[config.mk]
export PLATFORM = sky130hd
export DESIGN_NAME = intc_master
export DESIGN_NICKNAME = d
export VERILOG_FILES = /design/src/rtl/intc_master.sv
export SDC_FILE = /design/constraint.sdc
export NUM_CORES = 1
export LEC_CHECK = 0
export BUFFER_PORTS_ARGS = -buffer_cell sky130_fd_sc_hd__clkbuf_2
export CAP_MARGIN = 20
export CORE_UTILIZATION = 35
export DETAILED_ROUTE_END_ITERATION = 10
export GPL_TIMING_DRIVEN = 0
export HOLD_SLACK_MARGIN = 0.15
export PLACE_DENSITY = 0.61
export SYNTH_ARGS = -nofsm -noshare
export SYNTH_HDL_FRONTEND = slang
export SYNTH_SLANG_ARGS = --single-unit
[constraint.sdc]
create_clock -name clk -period 7.5 [get_ports clk]
set_input_delay 1.5 -clock clk [delete_from_list [all_inputs] [get_ports clk]]
set_output_delay 1.5 -clock clk [all_outputs]
set_load 0.02 [all_outputs]
[src/rtl/intc_master.sv]
module intc_master #(
  parameter int NLINES = 16,
  parameter int DW = 8
) (
  input  logic                      clk,
  input  logic                      rst_n,
  input  logic [NLINES-1:0]         irq,
  input  logic                      cfg_we,
  input  logic [1:0]                cfg_sel,
  input  logic [$clog2(NLINES)-1:0] cfg_line,
  input  logic [DW-1:0]             cfg_data,
  input  logic                      ack,
  input  logic                      eoi,
  output logic                      int_out,
  output logic                      rd_valid,
  output logic [DW-1:0]             rd_data,
  output logic                      spurious
);
  localparam int LW = $clog2(NLINES);

  logic [NLINES-1:0] mask_q, casc_q, isr_q;
  logic [DW-2:0]     vec_q [NLINES];
  logic [NLINES-1:0] pend;
  logic              best_v, cur_v;
  logic [LW-1:0]     best_l, cur_l;
  logic [DW-1:0]     ack_code, eoi_code;

  assign pend = irq & ~mask_q & ~isr_q;

  always_comb begin
    best_v = 1'b0;
    best_l = '0;
    cur_v  = 1'b0;
    cur_l  = '0;
    for (int i = NLINES - 1; i >= 0; i--) begin
      if (pend[i]) begin
        best_v = 1'b1;
        best_l = LW'(i);
      end
      if (isr_q[i]) begin
        cur_v = 1'b1;
        cur_l = LW'(i);
      end
    end
  end

  assign int_out  = best_v && (!cur_v || best_l < cur_l);
  assign ack_code = casc_q[best_l] ? DW'(best_l) - DW'(NLINES) : {1'b0, vec_q[best_l]};
  assign eoi_code = casc_q[cur_l]  ? DW'(cur_l)  - DW'(NLINES) : {1'b0, vec_q[cur_l]};

  always_ff @(posedge clk) begin
    if (!rst_n) begin
      mask_q   <= '1;
      casc_q   <= '0;
      isr_q    <= '0;
      rd_valid <= 1'b0;
      rd_data  <= '0;
      spurious <= 1'b0;
      for (int i = 0; i < NLINES; i++) vec_q[i] <= '0;
    end else begin
      rd_valid <= ack | eoi;
      if (cfg_we) begin
        case (cfg_sel)
          2'd0:    mask_q[cfg_line] <= cfg_data[0];
          2'd1:    casc_q[cfg_line] <= cfg_data[0];
          2'd2:    vec_q[cfg_line]  <= cfg_data[DW-2:0];
          default: ;
        endcase
      end
      if (ack) begin
        if (int_out) begin
          isr_q[best_l] <= 1'b1;
          rd_data       <= ack_code;
          spurious      <= 1'b0;
        end else begin
          rd_data  <= '0;
          spurious <= 1'b1;
        end
      end else if (eoi) begin
        if (cur_v) begin
          isr_q[cur_l] <= 1'b0;
          rd_data      <= eoi_code;
        end else begin
          rd_data <= '0;
        end
      end
    end
  end
endmodule

==> results of run 1 <==
-- power by group through the flow --
stage	registers, mW	clock network [mW]	logic (mW)
2_1_floorplan	1.07	0	0.0976
3_3_place_gp	1.08	0	0.161
3_5_place_dp	1.08	0	0.163
4_1_cts	1.06	0.924	0.163
5_1_grt	1.06	0.960	0.179
6_report	1.06	0.921	0.168
-- layout by cell type, fill, tap and decap left out, drive strengths merged, types with 6 or more instances in the layout --
master	n
nand2	169
and2	118
edfxtp	112
clkbuf	109
o21ai	69
nor2	61
dfxtp	58
nand3	33
o22ai	32
buf	31
mux2i	30
nor3	28
a21boi	27
nand2b	22
o211ai	22
a21oi	17
inv	16
nor4	15
nor2b	14
a222oi	12
a31oi	12
nor3b	12
nand4	11
or2	11
a211oi	10
or3b	10
or3	9
or4	8
clkinv	7
o221ai	6
-- worst paths after layout --
check	startpoint	endpoint	cells past startpoint	slack [ns]
worst min register to register	casc_q[6]	casc_q[6]	2	0.47
worst min-delay path	casc_q[6]	casc_q[6]	2	0.47
worst max-delay path	irq[8]	int_out	13	1.93
worst max register to register	isr_q[0]	rd_data[4]	11	3.66
-- area by class of cell --
class,instances,area (um2),share of cell area
clock buffer,17,425.4,0.03759
inverter,8,30.03,0.002654
tap,378,473.0,0.04180
multi-input combinational,822,5055,0.4467
sequential,170,4524,0.3998
clock inverter,15,188.9,0.01670
buffer,74,366.6,0.03240
timing repair buffer,49,252.7,0.02234
-- critical path, cell delays in order --
cell and delay [ns]:
sky130_fd_sc_hd__clkbuf_2 0.08, sky130_fd_sc_hd__nor3b_1 0.14, sky130_fd_sc_hd__or2_2 0.33, sky130_fd_sc_hd__a211oi_1 0.26, sky130_fd_sc_hd__a21oi_1 0.14, sky130_fd_sc_hd__or2_4 0.29
sky130_fd_sc_hd__inv_2 0.17, sky130_fd_sc_hd__buf_6 0.19, sky130_fd_sc_hd__buf_6 0.18, sky130_fd_sc_hd__ha_1 0.24, sky130_fd_sc_hd__o2111a_1 0.15, sky130_fd_sc_hd__nor2b_1 0.19
sky130_fd_sc_hd__clkbuf_2 0.21
-- synthesized netlist by cell type, types with 7 or more instances --
cell type / count / share of area
sky130_fd_sc_hd__o21ai_1: 8 / 0.0040
sky130_fd_sc_hd__a21oi_1: 14 / 0.0070
sky130_fd_sc_hd__a222oi_1: 12 / 0.012
sky130_fd_sc_hd__or3_1: 9 / 0.0056
sky130_fd_sc_hd__nand2_1: 168 / 0.063
sky130_fd_sc_hd__clkbuf_1: 49 / 0.018
sky130_fd_sc_hd__or2_2: 7 / 0.0044
sky130_fd_sc_hd__nand3_1: 33 / 0.017
sky130_fd_sc_hd__a21boi_0: 20 / 0.015
sky130_fd_sc_hd__o211ai_1: 20 / 0.015
sky130_fd_sc_hd__dfxtp_1: 58 / 0.12
sky130_fd_sc_hd__nor3b_1: 9 / 0.0068
sky130_fd_sc_hd__nor4_1: 11 / 0.0069
sky130_fd_sc_hd__buf_6: 7 / 0.0079
sky130_fd_sc_hd__o22ai_1: 32 / 0.020
sky130_fd_sc_hd__edfxtp_1: 112 / 0.34
sky130_fd_sc_hd__a21boi_1: 7 / 0.0053
sky130_fd_sc_hd__a211oi_1: 10 / 0.0075
sky130_fd_sc_hd__nor2_1: 59 / 0.022
sky130_fd_sc_hd__o21ai_0: 59 / 0.030
sky130_fd_sc_hd__buf_2: 11 / 0.0055
sky130_fd_sc_hd__and2_1: 117 / 0.073
sky130_fd_sc_hd__nor3_1: 28 / 0.014
sky130_fd_sc_hd__nand2b_1: 22 / 0.014
sky130_fd_sc_hd__nand4_1: 11 / 0.0069
sky130_fd_sc_hd__nor2b_1: 14 / 0.0088
sky130_fd_sc_hd__mux2i_1: 30 / 0.030
sky130_fd_sc_hd__a31oi_1: 10 / 0.0063
-- metrics by stage --
step                hold WS, ns  utilization  cell area [um2]
floorplan                0.4435            -             9976
global placement         0.4548       0.3816            10660
detailed placement       0.4625       0.3826            10690
CTS                      0.4722       0.4046            11300
global route             0.4949       0.4051            11320
finish                   0.4736       0.4051            11320
-- registers in the layout, indices dropped and copies added (netlist names) --
register and count:
mask_q 16, rd_valid 1, casc_q 16, spurious 1
rd_data 8, vec_q 112, isr_q 16
-- metal layers --
| layer | up-vias | global-route usage | part of all wire |
|---|---|---|---|
| li1 | 4116 | - | - |
| met1 | 4392 | 0.3487 | 0.43 |
| met2 | 513 | 0.4147 | 0.46 |
| met3 | 78 | 0.03609 | 0.077 |
| met4 | 0 | 0.1075 | 0.039 |
| met5 | - | 0 | 0 |
-- kinds of logic (layout without fill, tap and decap cells) --
family	count (synthesis)	count (layout)	synth area share
muxes	31	31	0.03123
DFF	170	170	0.4535
buffers and inverters	82	163	0.03976
AOI/OAI and AO/OA	259	259	0.1884
and+or+nand+nor	529	529	0.2833
adders and majority gates	3	3	0.003763
==> impl_metrics.json, run 1 <==
{
  "outcome": "finished, final reports clean",
  "dp.cells": 1499,
  "postCtsResizedCells": 0,
  "route.detailed.drc": 0,
  "netlist_area_um2": 9976,
  "insertedDiodeCount": 0,
  "sw_frac_of_total": 0.2819,
  "clock_latency_at_the_later_pin_of_the_worst_skew_pair_ns": 0.45,
  "clk_path_buf_depth": 2,
  "timing.final.crit_period_ns": 5.574,
  "critPathRequiredTime_ns": 6.00,
  "fp.dieH_um": 170.8,
  "fp-row-count": 61,
  "finalSetupViolations": 0,
  "final_max_slew_viol_count": 0,
  "crit_arrival_ns": 4.07,
  "setup_crit_path_kind": "input port to output port",
  "via_count": 9099,
  "pwr_density_cell_nw_per_um2": 189.9,
  "fillCellCount": 2760,
  "postSynth.asyncResetShare": 0,
  "synth_seq_cells": 170,
  "net-switching-power_mw": 0.6059,
  "clockRootBuffer": "sky130_fd_sc_hd__clkbuf_16",
  "leakage_power_nw": 4.106,
  "total_power_mw": 2.149,
  "floorplan.core_area_um2": 27930,
  "first_global_vias": 8335,
  "fin_tns_setup_ns": 0,
  "yosysWarningCount": 0,
  "mappedNetlistNets": 1112,
  "worst_hold_path_type": "flip-flop to flip-flop",
  "grt_antenna_before_repair": 0,
  "boundaryPins": 46,
  "clock_power_share": 0.429,
  "final.setup_skew_ns": 0.01457,
  "cts_setup_buffers": 0,
  "critical_path.startpoint_type": "input port",
  "hold_viol": 0,
  "detail_route.wirelength_um": 37200,
  "effective_utilization_at_floorplan": 0.3571,
  "grt_start_max_net_pins": 21,
  "register_area_share_after_synthesis": 0.4535,
  "critical_path.endpoint_type": "output port",
  "critical_path.max_fanout": 10,
  "placer_s_final_routability_congestion_estimate": 0.9845,
  "wire_per_inst_um": 24.27,
  "ys_dominant_reg_cell": "sky130_fd_sc_hd__edfxtp_1",
  "chipWidth_um": 170.8,
  "grt_ovf": 0,
  "synth-edff-count": 112,
  "grt_pass1_wl_um": 54250,
  "cellInternalPower_mw": 1.543,
  "dp_hpwl_um": 28520,
  "timing.final.crit_share": 0.7433,
  "worst_setup_hold_path_clk_slew_ns": 0.07,
  "detailedRoute.firstPassIterationCount": 9,
  "final_antenna_net_count": 0,
  "numPortBuffers": 42,
  "yosysUniqueCellTypes": 84,
  "detail_route.vias_per_cell": 5.935,
  "final_critical_path_setup_slack_ns": 1.926,
  "timing.slew.headroom": 0.2396,
  "final_nets": 1180,
  "combinational_group_share_of_total_power": 0.078,
  "worst-slew-pin-transition_ns": 1.132,
  "maxCapViolations": 0,
  "syn-instance-count": 1074,
  "die_footprint_um2": 29180,
  "max_clock_freq_mhz": 179.4,
  "number_of_sinks_driven_by_the_clock_tree": 170,
  "cts_tree": "done",
  "placement.setup.worst_slack_ns": 2.006,
  "max-vdd-ir-drop_uv": 163.8,
  "grtUsageTotal": 0.2585,
  "final-instance-count-excl-fill": 1533,
  "layout-drive-gt1-share": 0.1281,
  "detailedRoute.firstIterationViolations": 1224,
  "htree_levels": 4,
  "cts_hold_buffers": 0,
  "syn_area_per_cell_um2": 9.288,
  "grt_setup_unrepaired": "false",
  "power.sequential.fraction": 0.493,
  "cts-buffers-inserted": 17,
  "areaGrowthSynthToFinish_pct": 13.43
}
(Power assumes the default switching activity.)
==> run 2: changes to the inputs <==
--- a/config.mk
+++ b/config.mk
@@ -11,7 +11,7 @@
 export DETAILED_ROUTE_END_ITERATION = 10
 export GPL_TIMING_DRIVEN = 0
 export HOLD_SLACK_MARGIN = 0.15
-export PLACE_DENSITY = 0.61
+export PLACE_DENSITY = 0.63
 export SYNTH_ARGS = -nofsm -noshare
 export SYNTH_HDL_FRONTEND = slang
 export SYNTH_SLANG_ARGS = --single-unit
==> constraint.sdc (replaced) <==
create_clock -name clk -period 4.9 [get_ports clk]
set_input_delay 0.98 -clock clk [delete_from_list [all_inputs] [get_ports clk]]
set_output_delay 0.98 -clock clk [all_outputs]
set_load 0.02 [all_outputs]
==> run 2 against run 1 <==
  * Critical path depth unchanged
  * Register-to-register slack lost 2.6 ns
  * Flip-flop and latch count unchanged
  * Critical endpoint unchanged
  * Largest power group unchanged
==> impl_metrics.json, run 2 (synthesized netlist as in run 1, its figures left out) <==
{
  "outcome": "finished, final reports clean",
  "critical_path.endpoint_type": "output port",
  "postLayoutCellArea_um2": 11330,
  "crit_chain": "clkbuf_2, nor3b_1, or2_2, a211oi_1, a21oi_1, or2_4, inv_2, buf_6, buf_6, ha_1, o2111a_1, nor2b_1, clkbuf_2",
  "fp.dieH_um": 170.8,
  "areaGrowthSynthToFinish_pct": 13.61,
  "critical_path.max_fanout": 10,
  "hold_viol": 0,
  "postCtsResizedCells": 0,
  "largest_register_ffs": 112,
  "grt_setup_unrepaired": "false",
  "detail_route.vias_per_cell": 5.939,
  "clk_path_buf_depth": 2,
  "dp.cells": 1497,
  "wire_per_inst_um": 24.21,
  "fillCellCount": 2830,
  "number_of_sinks_driven_by_the_clock_tree": 170,
  "timing.final.crit_share": 0.9182,
  "dp_hpwl_um": 28310,
  "floorplan.core_area_um2": 27930,
  "final_max_slew_viol_count": 0,
  "htree_levels": 4,
  "timing.final.crit_period_ns": 4.499,
  "grt_start_max_net_pins": 22,
  "boundaryPins": 46,
  "placement.setup.worst_slack_ns": 0.4518,
  "crit_path_max_incr_delay_ns": 0.32,
  "chipWidth_um": 170.8,
  "clock_latency_at_the_later_pin_of_the_worst_skew_pair_ns": 0.45,
  "final_nets": 1180,
  "layout.cells.most_common_list": "sky130_fd_sc_hd__nand2_1, sky130_fd_sc_hd__and2_1, sky130_fd_sc_hd__edfxtp_1, sky130_fd_sc_hd__nor2_1",
  "worst_hold_path_type": "flip-flop to flip-flop",
  "first_global_vias": 8589,
  "critical_path.top_delay_family": "simple AND/OR/NAND/NOR gates",
  "worst-slew-pin-transition_ns": 1.173,
  "grt_antenna_before_repair": 0,
  "maxCapViolations": 0,
  "setup_crit_path_kind": "input port to output port",
  "grt_ovf": 0,
  "total_power_mw": 3.326,
  "max_clock_freq_mhz": 222.3,
  "cts-buffers-inserted": 17,
  "most_common_cell_after_layout_fill_and_taps_aside": "sky130_fd_sc_hd__nand2_1",
  "cp.buffers_inverters": 5,
  "effective_utilization_at_floorplan": 0.3571,
  "detailedRoute.firstPassIterationCount": 6,
  "final-instance-count-excl-fill": 1533,
  "critPathRequiredTime_ns": 3.92,
  "critical_path.startpoint_type": "input port",
  "cts_hold_buffers": 0,
  "cts_tree": "done",
  "worst_setup_hold_path_clk_slew_ns": 0.07,
  "finalSetupViolations": 0,
  "insertedDiodeCount": 0,
  "max-vdd-ir-drop_uv": 237.1,
  "cts_setup_buffers": 0,
  "fp-row-count": 61,
  "final_antenna_net_count": 0,
  "route.detailed.drc": 0,
  "regMostFlops": "vec_q",
  "detail_route.wirelength_um": 37120,
  "final.setup_skew_ns": 0.01658,
  "hold_ws_ns": 0.4774,
  "grt_pass1_wl_um": 54310,
  "placer_s_final_routability_congestion_estimate": 0.9841,
  "via_count": 9105,
  "final_critical_path_setup_slack_ns": 0.4006,
  "timing.slew.headroom": 0.2117,
  "layout-drive-gt1-share": 0.1281,
  "final_core_util": 0.4057,
  "detailedRoute.firstIterationViolations": 1095,
  "clockRootBuffer": "sky130_fd_sc_hd__clkbuf_16",
  "die_footprint_um2": 29180,
  "crit_slowest_cell": "sky130_fd_sc_hd__or2_2",
  "pwr_density_cell_nw_per_um2": 293.4,
  "leakage_power_nw": 4.109,
  "grtUsageTotal": 0.2581,
  "placed_area_um2": 10680,
  "crit_arrival_ns": 3.52,
  "fin_tns_setup_ns": 0,
  "numPortBuffers": 42
}
==> run 2: cell count changes in the layout (fill, tap and decap cells not counted), moves of 2 or more <==
cell	change
sky130_fd_sc_hd__buf_2	-3
sky130_fd_sc_hd__clkbuf_4	+3
sky130_fd_sc_hd__inv_12	+3
sky130_fd_sc_hd__inv_8	-2
==> run 2: worst paths after layout <==
path | slack, ns | cells after the start | startpoint | end
max | 0.40 | 13 | irq[8] | int_out
min | 0.48 | 2 | casc_q[9] | casc_q[9]
max reg2reg | 1.04 | 11 | isr_q[0] | rd_data[6]
min reg2reg | 0.48 | 2 | casc_q[9] | casc_q[9]
==> run 2: layout make-up <==
cell class / instances / area, um2 / share of cell area
buffer: 74 / 366.6 / 0.03235
clock buffer: 17 / 425.4 / 0.03754
clock inverter: 15 / 198.9 / 0.01755
inverter: 8 / 30.03 / 0.002650
multi-input combinational: 822 / 5055 / 0.4460
sequential: 170 / 4524 / 0.3992
tap: 378 / 473.0 / 0.04173
timing repair buffer: 49 / 260.3 / 0.02296
==> run 2: per-layer routing <==
layer  GRT usage  wire [um]
met5           0          0
met4      0.1312       1908
met2      0.4043      16560
met1      0.3365      15350
met3     0.05320       3306
==> run 2: power breakdown <==
part	switching, mW	leakage (nW)	internal, mW
logic	0.174	2.27	0.0845
clock network	0.739	0.301	0.708
registers	0.0410	1.53	1.58
==> run 2: worst register-to-register path: cells and delay by family, from the launching register on <==
family	cells	cell delay (ns)
AOI/OAI and AO/OA	6	1.99
buffers and inverters	3	0.89
and+or+nand+nor	2	0.44
DFF	1	0.38
